<file path="config.mk">
export PLATFORM = sky130hd
export DESIGN_NAME = crc16_word_engine
export DESIGN_NICKNAME = d
export VERILOG_FILES = /design/src/rtl/crc16_pkg.sv /design/src/rtl/crc16_fold.sv /design/src/rtl/crc16_be_decode.sv /design/src/rtl/crc16_lane_chain.sv /design/src/rtl/crc16_word_engine.sv
export SDC_FILE = /design/constraint.sdc
export NUM_CORES = 1
export LEC_CHECK = 0
export CAP_MARGIN = 25
export CORE_ASPECT_RATIO = 2
export CORE_MARGIN = 8
export CORE_UTILIZATION = 52
export DETAILED_ROUTE_END_ITERATION = 10
export GPL_ROUTABILITY_DRIVEN = 0
export PLACE_DENSITY = 0.82
export SYNTH_ARGS = -nofsm -noshare
export SYNTH_HDL_FRONTEND = slang
export SYNTH_SLANG_ARGS = --single-unit
</file>
<file path="constraint.sdc">
create_clock -name clk -period 3.9 [get_ports clk]
set_input_delay 0.39 -clock clk [delete_from_list [all_inputs] [get_ports clk]]
set_output_delay 0.39 -clock clk [all_outputs]
set_load 0.01 [all_outputs]
</file>
<file path="src/rtl/crc16_pkg.sv">
package crc16_pkg;

  localparam int          CRC16_W      = 16;
  localparam logic [15:0] CRC16_POLY   = 16'h1021;
  localparam logic [15:0] CRC16_SEED   = 16'hFFFF;
  localparam logic [15:0] CRC16_XOROUT = 16'h0000;

  // Source selected for the next remainder value
  typedef enum logic [2:0] {
    SRC_HOLD,
    SRC_CLEAR,
    SRC_WORD,
    SRC_BIT,
    SRC_REJECT
  } crc_src_e;

endpackage

</file>
<file path="src/rtl/crc16_fold.sv">
// Unrolled MSB-first shift/XOR network: absorbs DIN_W message bits.
module crc16_fold #(
  parameter int                 CRC_W = 16,
  parameter logic [CRC_W-1:0]   POLY  = 16'h1021,
  parameter int                 DIN_W = 8
) (
  input  logic [CRC_W-1:0] crc_in,
  input  logic [DIN_W-1:0] din,
  output logic [CRC_W-1:0] crc_out
);

  logic [CRC_W-1:0] acc;
  logic             fb;

  always_comb begin
    acc = crc_in;
    fb  = 1'b0;
    for (int i = DIN_W - 1; i >= 0; i--) begin
      fb  = acc[CRC_W-1] ^ din[i];
      acc = {acc[CRC_W-2:0], 1'b0};
      if (fb) acc = acc ^ POLY;
    end
    crc_out = acc;
  end

endmodule

</file>
<file path="src/rtl/crc16_be_decode.sv">
// Accepts only enable patterns that are contiguous from the top lane.
module crc16_be_decode #(
  parameter int LANES = 4,
  parameter int CNT_W = 3
) (
  input  logic [LANES-1:0] be,
  output logic             ok,
  output logic [CNT_W-1:0] cnt
);

  int               lead;
  logic             run;
  logic [LANES-1:0] want;

  always_comb begin
    lead = 0;
    run  = 1'b1;
    for (int i = LANES - 1; i >= 0; i--) begin
      if (run && be[i]) lead = lead + 1;
      else              run  = 1'b0;
    end
    for (int i = 0; i < LANES; i++) begin
      want[i] = ((LANES - 1 - i) < lead);
    end
    ok  = (lead > 0) && (be == want);
    cnt = CNT_W'(lead);
  end

endmodule

</file>
<file path="src/rtl/crc16_lane_chain.sv">
// Chains one byte fold per lane, top lane first, and taps after cnt lanes.
module crc16_lane_chain #(
  parameter int               CRC_W  = 16,
  parameter logic [CRC_W-1:0] POLY   = 16'h1021,
  parameter int               LANES  = 4,
  parameter int               BYTE_W = 8,
  parameter int               CNT_W  = 3
) (
  input  logic [CRC_W-1:0]        crc_in,
  input  logic [LANES*BYTE_W-1:0] data,
  input  logic [CNT_W-1:0]        cnt,
  output logic [CRC_W-1:0]        crc_out
);

  logic [CRC_W-1:0] stage [LANES+1];

  assign stage[0] = crc_in;

  for (genvar k = 0; k < LANES; k++) begin : g_lane
    crc16_fold #(
      .CRC_W (CRC_W),
      .POLY  (POLY),
      .DIN_W (BYTE_W)
    ) u_fold (
      .crc_in  (stage[k]),
      .din     (data[(LANES-1-k)*BYTE_W +: BYTE_W]),
      .crc_out (stage[k+1])
    );
  end

  always_comb begin
    crc_out = stage[0];
    for (int k = 1; k <= LANES; k++) begin
      if (int'(cnt) == k) crc_out = stage[k];
    end
  end

endmodule

</file>
<file path="src/rtl/crc16_word_engine.sv">
module crc16_word_engine
  import crc16_pkg::*;
#(
  parameter int                 CRC_W  = CRC16_W,
  parameter logic [CRC_W-1:0]   POLY   = CRC16_POLY,
  parameter logic [CRC_W-1:0]   SEED   = CRC16_SEED,
  parameter logic [CRC_W-1:0]   XOROUT = CRC16_XOROUT,
  parameter int                 LANES  = 4,
  parameter int                 BYTE_W = 8
) (
  input  logic                    clk,
  input  logic                    rst,
  input  logic                    clr,
  input  logic                    wr_en,
  input  logic [LANES-1:0]        wr_be,
  input  logic [LANES*BYTE_W-1:0] wr_data,
  input  logic                    bit_vld,
  input  logic                    bit_din,
  output logic [CRC_W-1:0]        crc_o,
  output logic                    err_o
);

  localparam int CNT_W = $clog2(LANES + 1);

  logic [CRC_W-1:0] crc_q;
  logic             err_q;
  logic             be_ok;
  logic [CNT_W-1:0] be_cnt;
  logic [CRC_W-1:0] word_crc;
  logic [CRC_W-1:0] bit_crc;
  crc_src_e         src;

  crc16_be_decode #(
    .LANES (LANES),
    .CNT_W (CNT_W)
  ) u_decode (
    .be  (wr_be),
    .ok  (be_ok),
    .cnt (be_cnt)
  );

  crc16_lane_chain #(
    .CRC_W  (CRC_W),
    .POLY   (POLY),
    .LANES  (LANES),
    .BYTE_W (BYTE_W),
    .CNT_W  (CNT_W)
  ) u_chain (
    .crc_in  (crc_q),
    .data    (wr_data),
    .cnt     (be_cnt),
    .crc_out (word_crc)
  );

  crc16_fold #(
    .CRC_W (CRC_W),
    .POLY  (POLY),
    .DIN_W (1)
  ) u_serial (
    .crc_in  (crc_q),
    .din     (bit_din),
    .crc_out (bit_crc)
  );

  // Priority: clear, then word write, then serial bit
  always_comb begin
    if (clr)          src = SRC_CLEAR;
    else if (wr_en)   src = be_ok ? SRC_WORD : SRC_REJECT;
    else if (bit_vld) src = SRC_BIT;
    else              src = SRC_HOLD;
  end

  always_ff @(posedge clk) begin
    if (rst) begin
      crc_q <= SEED;
      err_q <= 1'b0;
    end else begin
      case (src)
        SRC_CLEAR: crc_q <= SEED;
        SRC_WORD:  crc_q <= word_crc;
        SRC_BIT:   crc_q <= bit_crc;
        default:   crc_q <= crc_q;
      endcase
      err_q <= (src == SRC_REJECT);
    end
  end

  assign crc_o = crc_q ^ XOROUT;
  assign err_o = err_q;


  rst_init_chk: assert property (@(posedge clk) disable iff (rst)
    $past(rst) |-> (crc_q == SEED) && !err_q);


  clr_wins_chk: assert property (@(posedge clk) disable iff (rst)
    $past(clr) |-> (crc_q == SEED) && !err_q);


  bad_be_hold_chk: assert property (@(posedge clk) disable iff (rst)
    $past(wr_en && !clr && !be_ok) |-> (crc_q == $past(crc_q)) && err_q);


  word_over_bit_chk: assert property (@(posedge clk) disable iff (rst)
    $past(wr_en && !clr && be_ok && bit_vld) |-> crc_q == $past(word_crc));


  idle_hold_chk: assert property (@(posedge clk) disable iff (rst)
    $past(!clr && !wr_en && !bit_vld) |-> $stable(crc_q) && !err_q);

endmodule

</file>
* After elaboration in Yosys (flattened, before gate mapping)
Cells that the tools add are included.
Cells by class: add/sub/neg operators 3, order comparisons 5, equal/unequal tests 10, mux-type cells 49, bitwise operators 65, reduce and logical (&&, ||, !) cells 6
Operators by type and width (count):
- 2-to-1 mux 13 bit | 33
- adder 32 x 2 -> 32 bit, second input constant | 3
- 2-to-1 mux 32 bit | 3
- NOT 3 bit | 32
- less-than comparator 3 x 32 -> 1 bit, first input constant | 2
- 2-to-1 mux 16 bit | 4
- one-hot mux 16 bit (3 select lines) | 1
- bitwise XOR 1 bit | 33
- > comparator 32 x 1 -> 1 bit, second input constant | 1
- less-than comparator 1 x 32 -> 1 bit, first input constant | 1
- less-than comparator 2 x 32 -> 1 bit, first input constant | 1
- == test 3 bit, second input constant | 4
- == test 3 x 2 -> 1 bit, second input constant | 3
- 2-to-1 mux 3 bit | 3
- inequality test 5 x 1 -> 1 bit, second input constant | 1
- == test 4 bit | 1
- logical AND 1 bit | 4
- 2-to-1 mux 1 bit | 4
- == test 3 x 1 -> 1 bit, second input constant | 1
- nonzero test 3 bit | 1
- 2-to-1 mux 2 bit | 1
- AND reduction 2 bit | 1
Storage, ports and cells: register bits after elaboration 17, input bits 42, logic and storage cells 140

* Longest topological paths before layout
depth in word-level cells 66, mapped depth 14

* By module
From an unflattened synthesis, not the netlist that was laid out.
Unflattened totals: cells, all modules 340, area, all modules 3363.2 um2
By module, submodules not included:
- crc16_fold at u_chain.g_lane[0].u_fold ... | instances 4, cells each 26, area an instance 395.4 um2
- crc16_lane_chain | instances 1, cells each 130, area an instance 843.3 um2
- crc16_word_engine | instances 1, cells each 75, area an instance 693.2 um2
- crc16_fold at u_serial | instances 1, cells each 17, area an instance 161.4 um2
- crc16_be_decode | instances 1, cells each 14, area an instance 83.8 um2

* Worst setup path before layout
No wires, ideal clock.
kind input-to-reg, start point input wr_data[30], end point register crc_q[5] (netlist: crc_o[5]), data arrival time 3.234 ns, slack 0.549 ns, stages 9, path buffers 0, path through xnor2_1 > xor3_4 > xnor2_1 > xor3_2 > xnor3_2 > xnor2_2 > xor2_1 > o32ai_1 > o22a_1
On the way: longest elaborated chain between the ends 28, elaborated cells on any way between the ends 46, those cells by class mux: 31; bitwise: 15
RTL lines:
- start: declaration | line crc16_word_engine.sv:16 | input logic [LANES*BYTE_W-1:0] wr_data,
- bitwise XOR 1 bit (*) | line crc16_fold.sv:19 | fb = acc[CRC_W-1] ^ din[i];
- 2-to-1 mux 13 bit (*) | line crc16_fold.sv:21 | if (fb) acc = acc ^ POLY;
- bitwise XOR 1 bit / 2-to-1 mux 13 bit (equally long branches) | line crc16_fold.sv:19, crc16_fold.sv:21
- 2-to-1 mux 13 bit (*) | line crc16_fold.sv:21
- bitwise XOR 1 bit / 2-to-1 mux 13 bit (equally long branches) | line crc16_fold.sv:19, crc16_fold.sv:21
- 2-to-1 mux 13 bit (3 in series) | line crc16_fold.sv:21
- 2-to-1 mux 13 bit (*) | line crc16_fold.sv:21
- 2-to-1 mux 13 bit | line crc16_fold.sv:21
- [10 not listed]
- 2-to-1 mux 13 bit (tied with other cells) | line crc16_fold.sv:21
- 2-to-1 mux 13 bit | line crc16_fold.sv:21
- NOT 3 bit (no line) / bitwise XOR 1 bit (equally long branches)
- 2-to-1 mux 13 bit | line crc16_fold.sv:21
- bitwise XOR 1 bit | line crc16_fold.sv:19
- 2-to-1 mux 13 bit | line crc16_fold.sv:21
- 2-to-1 mux 16 bit (*) | line crc16_lane_chain.sv:34 | if (int'(cnt) == k) crc_out = stage[k];
- one-hot mux 16 bit (3 select lines) (*) | line crc16_word_engine.sv:78 | case (src)
- end signal: assignment | line crc16_word_engine.sv:80 | SRC_WORD: crc_q <= word_crc;
- end signal: assignment | line crc16_word_engine.sv:81 | SRC_BIT: crc_q <= bit_crc;
- end signal: assignment | line crc16_word_engine.sv:82 | default: crc_q <= crc_q;
- end: declaration | line crc16_word_engine.sv:25 | logic [CRC_W-1:0] crc_q;
Mark *: on every way between the ends. The rest lies on a longest branch, timed or not. A chain may end at the register's enable or synchronous reset.

* Worst setup path in the final report
start point input wr_data[24], end point register crc_q[0] (netlist: crc_o[0])
On the way: longest elaborated chain between the ends 24, elaborated cells on any way between the ends 40, those cells by class mux: 27; bitwise: 13
RTL lines (line):
- bitwise XOR 1 bit (*) | crc16_fold.sv:19
- 2-to-1 mux 13 bit (*) | crc16_fold.sv:21
- bitwise XOR 1 bit / 2-to-1 mux 13 bit (equally long branches) | crc16_fold.sv:19, crc16_fold.sv:21
- 2-to-1 mux 13 bit | crc16_fold.sv:21
- bitwise XOR 1 bit / 2-to-1 mux 13 bit (equally long branches) | crc16_fold.sv:19, crc16_fold.sv:21
- 2-to-1 mux 13 bit | crc16_fold.sv:21
- 2-to-1 mux 13 bit / NOT 3 bit (equally long branches)
- 2-to-1 mux 13 bit | crc16_fold.sv:21
- [8 not listed]
- 2-to-1 mux 13 bit (tied with other cells) | crc16_fold.sv:21
- 2-to-1 mux 13 bit | crc16_fold.sv:21
- NOT 3 bit (no line) / bitwise XOR 1 bit (equally long branches)
- 2-to-1 mux 13 bit | crc16_fold.sv:21
- bitwise XOR 1 bit | crc16_fold.sv:19
- 2-to-1 mux 13 bit | crc16_fold.sv:21
- 2-to-1 mux 16 bit (*) | crc16_lane_chain.sv:34
- one-hot mux 16 bit (3 select lines) (*) | crc16_word_engine.sv:78
Mark *: on every way between the ends. The rest lies on a longest branch, timed or not. The select of a mux whose other input is x is not followed.

==> metrics <==
status=finished clean; CTS resizes=0; clk_skew=0.00295 ns; boundary pin count=59; largest net degree at the start of global routing=27; unrepaired setup endpoints after global routing=false; ANT cells=0; H-tree levels=1; Logic pwr share=86.5%; P_int=1.34 mW; area grow syn2layout=30.1%; slew margin rel.=53.1%; Mapped Nets=349; max_cap viols=0; fin crit share=88.4%; Worst Setup Path Type=in2reg; CP Launch Type=primary input; share of cells above drive strength 1=11.5%; setup TNS=0 ns; CTS max path bufs=2; CTS tree=yes; initial DRC count=142; buffers added on ports=58; Top FF cell, synth=dfxtp_1; area of the multi-input gates=2280 um^2; row count=37; largest cells by area after synthesis=xnor2_1, dfxtp_1, xor2_1; Tot GR Track Use=23.7%; Max IR drop VDD=0.610 mV; switching power=1.14 mW; Reg clk slew, reported paths=0.07 ns; drt via density=6.03; die footprint=7920 um^2; Post-CTS Setup Bufs=0; Filler cells=400; Hold-fix buffers, CTS=0; Final #Nets=425; FF+latch area=340 um^2; Pleak=1.41 nW; antenna viol nets, final=0; DIE WIDTH=67.1 um; CTS root buf=clkbuf_8; Distinct cells, synth=45; later-pin clock latency in the skew report=0.26 ns; worst path required time=4.05 ns; Synth async-reset ratio=0%; number of global-route vias before repair=2930; Sw Ratio=46.0%; first-pass GRT wire length=14700 um; Max Fclk=290 MHz; post-synthesis sequential area ratio=12.6%; top-count cell post-synth=xnor2_1; Pre-Repair DR Iteration Count=5; Num Clock Sinks=17; final hold violation count=0; CP Capture Type=flop; vias=2647; register bit total from synthesis=17; die extent in y=118 um; sequential fraction of design power=8.0%; clock buffer count from CTS=3; Power Dens Cells=702 nW/um^2; initial antenna violation count=0; final global-route overflow total=0; syn_area_per_cell=8.86 um^2; Slew Viols, Final=0; power share of the clock group=5.5%; WL/cell=20.5 um; post-synthesis cell count=306; Worst-Margin Slew=0.702 ns; initial core utilization=53.2%; HP Class=reg2reg; mapped cell area=2710 um^2; core box area=5090 um^2; Synth Warn #=0; residual DRC count=0; Min Clock Period, post-route=3.45 ns; number of synthesized flops with an enable pin=0; largest area contributor in the netlist=xnor2_1; total routed wirelength=9010 um; post-DP HPWL=7280 um; Setup Viol. Count Final=0; overall power=2.48 mW; Synth top area share=21.3%; synth cell count leaders=xnor2_1, xor2_1, a21oi_1, nor2_1, o21ai_0; Arrival @ worst endpoint=3.60 ns; crit-path max FO=4
[state kept, by name, summed over array words and instances, names as in the netlist]
| name | flops |
|---|---|
| crc_o | 16 |
| err_o | 1 |
[path summary, 6_finish.rpt]
check | end | start | slack [ns] | depth (start not counted)
hold reg to reg | crc_o[10] | crc_o[10] | 0.56 | 2
hold / removal | crc_o[10] | crc_o[10] | 0.56 | 2
setup / recovery | crc_o[0] | wr_data[24] | 0.45 | 10
setup reg to reg | crc_o[0] | crc_o[4] | 0.50 | 9
[critical path: stages]
cell             delay, ns
clkdlybuf4s50_1       0.41
xnor2_1               0.33
xnor3_2               0.49
xnor3_2               0.40
xor3_2                0.42
xnor3_2               0.43
xnor2_2               0.27
a221oi_1              0.13
a211oi_1              0.26
nor2_1                0.07
[layout make-up]
class	instances	share of cell area [%]
multi-input cells	272	64.6
repair buffers	84	22.0
flip-flops and latches	17	9.65
well taps	58	2.06
clock buffers	4	1.28
inverters	4	0.426
[power groups by stage]
stage	logic [mW]	registers (mW)	clock network, mW
3_5_place_dp	2.09	0.202	0
5_1_grt	2.27	0.200	0.144
6_report	2.14	0.199	0.136
4_1_cts	2.11	0.198	0.136
3_3_place_gp	2.04	0.202	0
2_1_floorplan	1.55	0.201	0
[layout by cell type (no fill, tap or decap), types with 4 or more instances in the layout]
| cell type | instances |
|---|---|
| xnor2_1 | 66 |
| clkdlybuf4s50_1 | 58 |
| xor2_1 | 36 |
| a21oi_1 | 27 |
| buf_4 | 26 |
| nor2_1 | 24 |
| o21ai_0 | 22 |
| dfxtp_1 | 17 |
| nand2_1 | 15 |
| a211oi_1 | 9 |
| xnor3_1 | 8 |
| o211ai_1 | 7 |
| nand2b_1 | 5 |
| xor3_4 | 5 |
| inv_1 | 4 |
| nor3_1 | 4 |
[cells by family after synthesis]
logic type	share of synthesized area, %
fa+ha+maj	0.461
flops	12.6
buf+inv	3.41
compound gates	18.0
xor+xnor	53.8
simple gates	11.0
mux	0.738
[per-stage QoR]
| step | cell area, um^2 | std cells | utilization, % | hold WS [ns] | setup slack [ns] |
|---|---|---|---|---|---|
| after floorplan | 2710 | 306 | - | 0.467 | 0.549 |
| after detailed placement | 3480 | 435 | 68.4 | 0.544 | 0.192 |
| after CTS | 3530 | 439 | 69.3 | 0.562 | 0.459 |
| after global routing | 3530 | 439 | 69.3 | 0.595 | 0.216 |
| after global placement | 3480 | 435 | 68.4 | 0.547 | 0.279 |
| final | 3530 | 439 | 69.3 | 0.565 | 0.452 |
[per-layer routing]
layer	track usage [%]	wire (um)	vias up	part of all wire, %
met2	39.9	4600	162	51
li1	-	-	1224	-
met1	25.2	3020	1200	34
met4	16.2	715	0	7.9
met3	4.29	673	61	7.5
met5	0	0	-	0
Power figures use the tool's default switching activity.
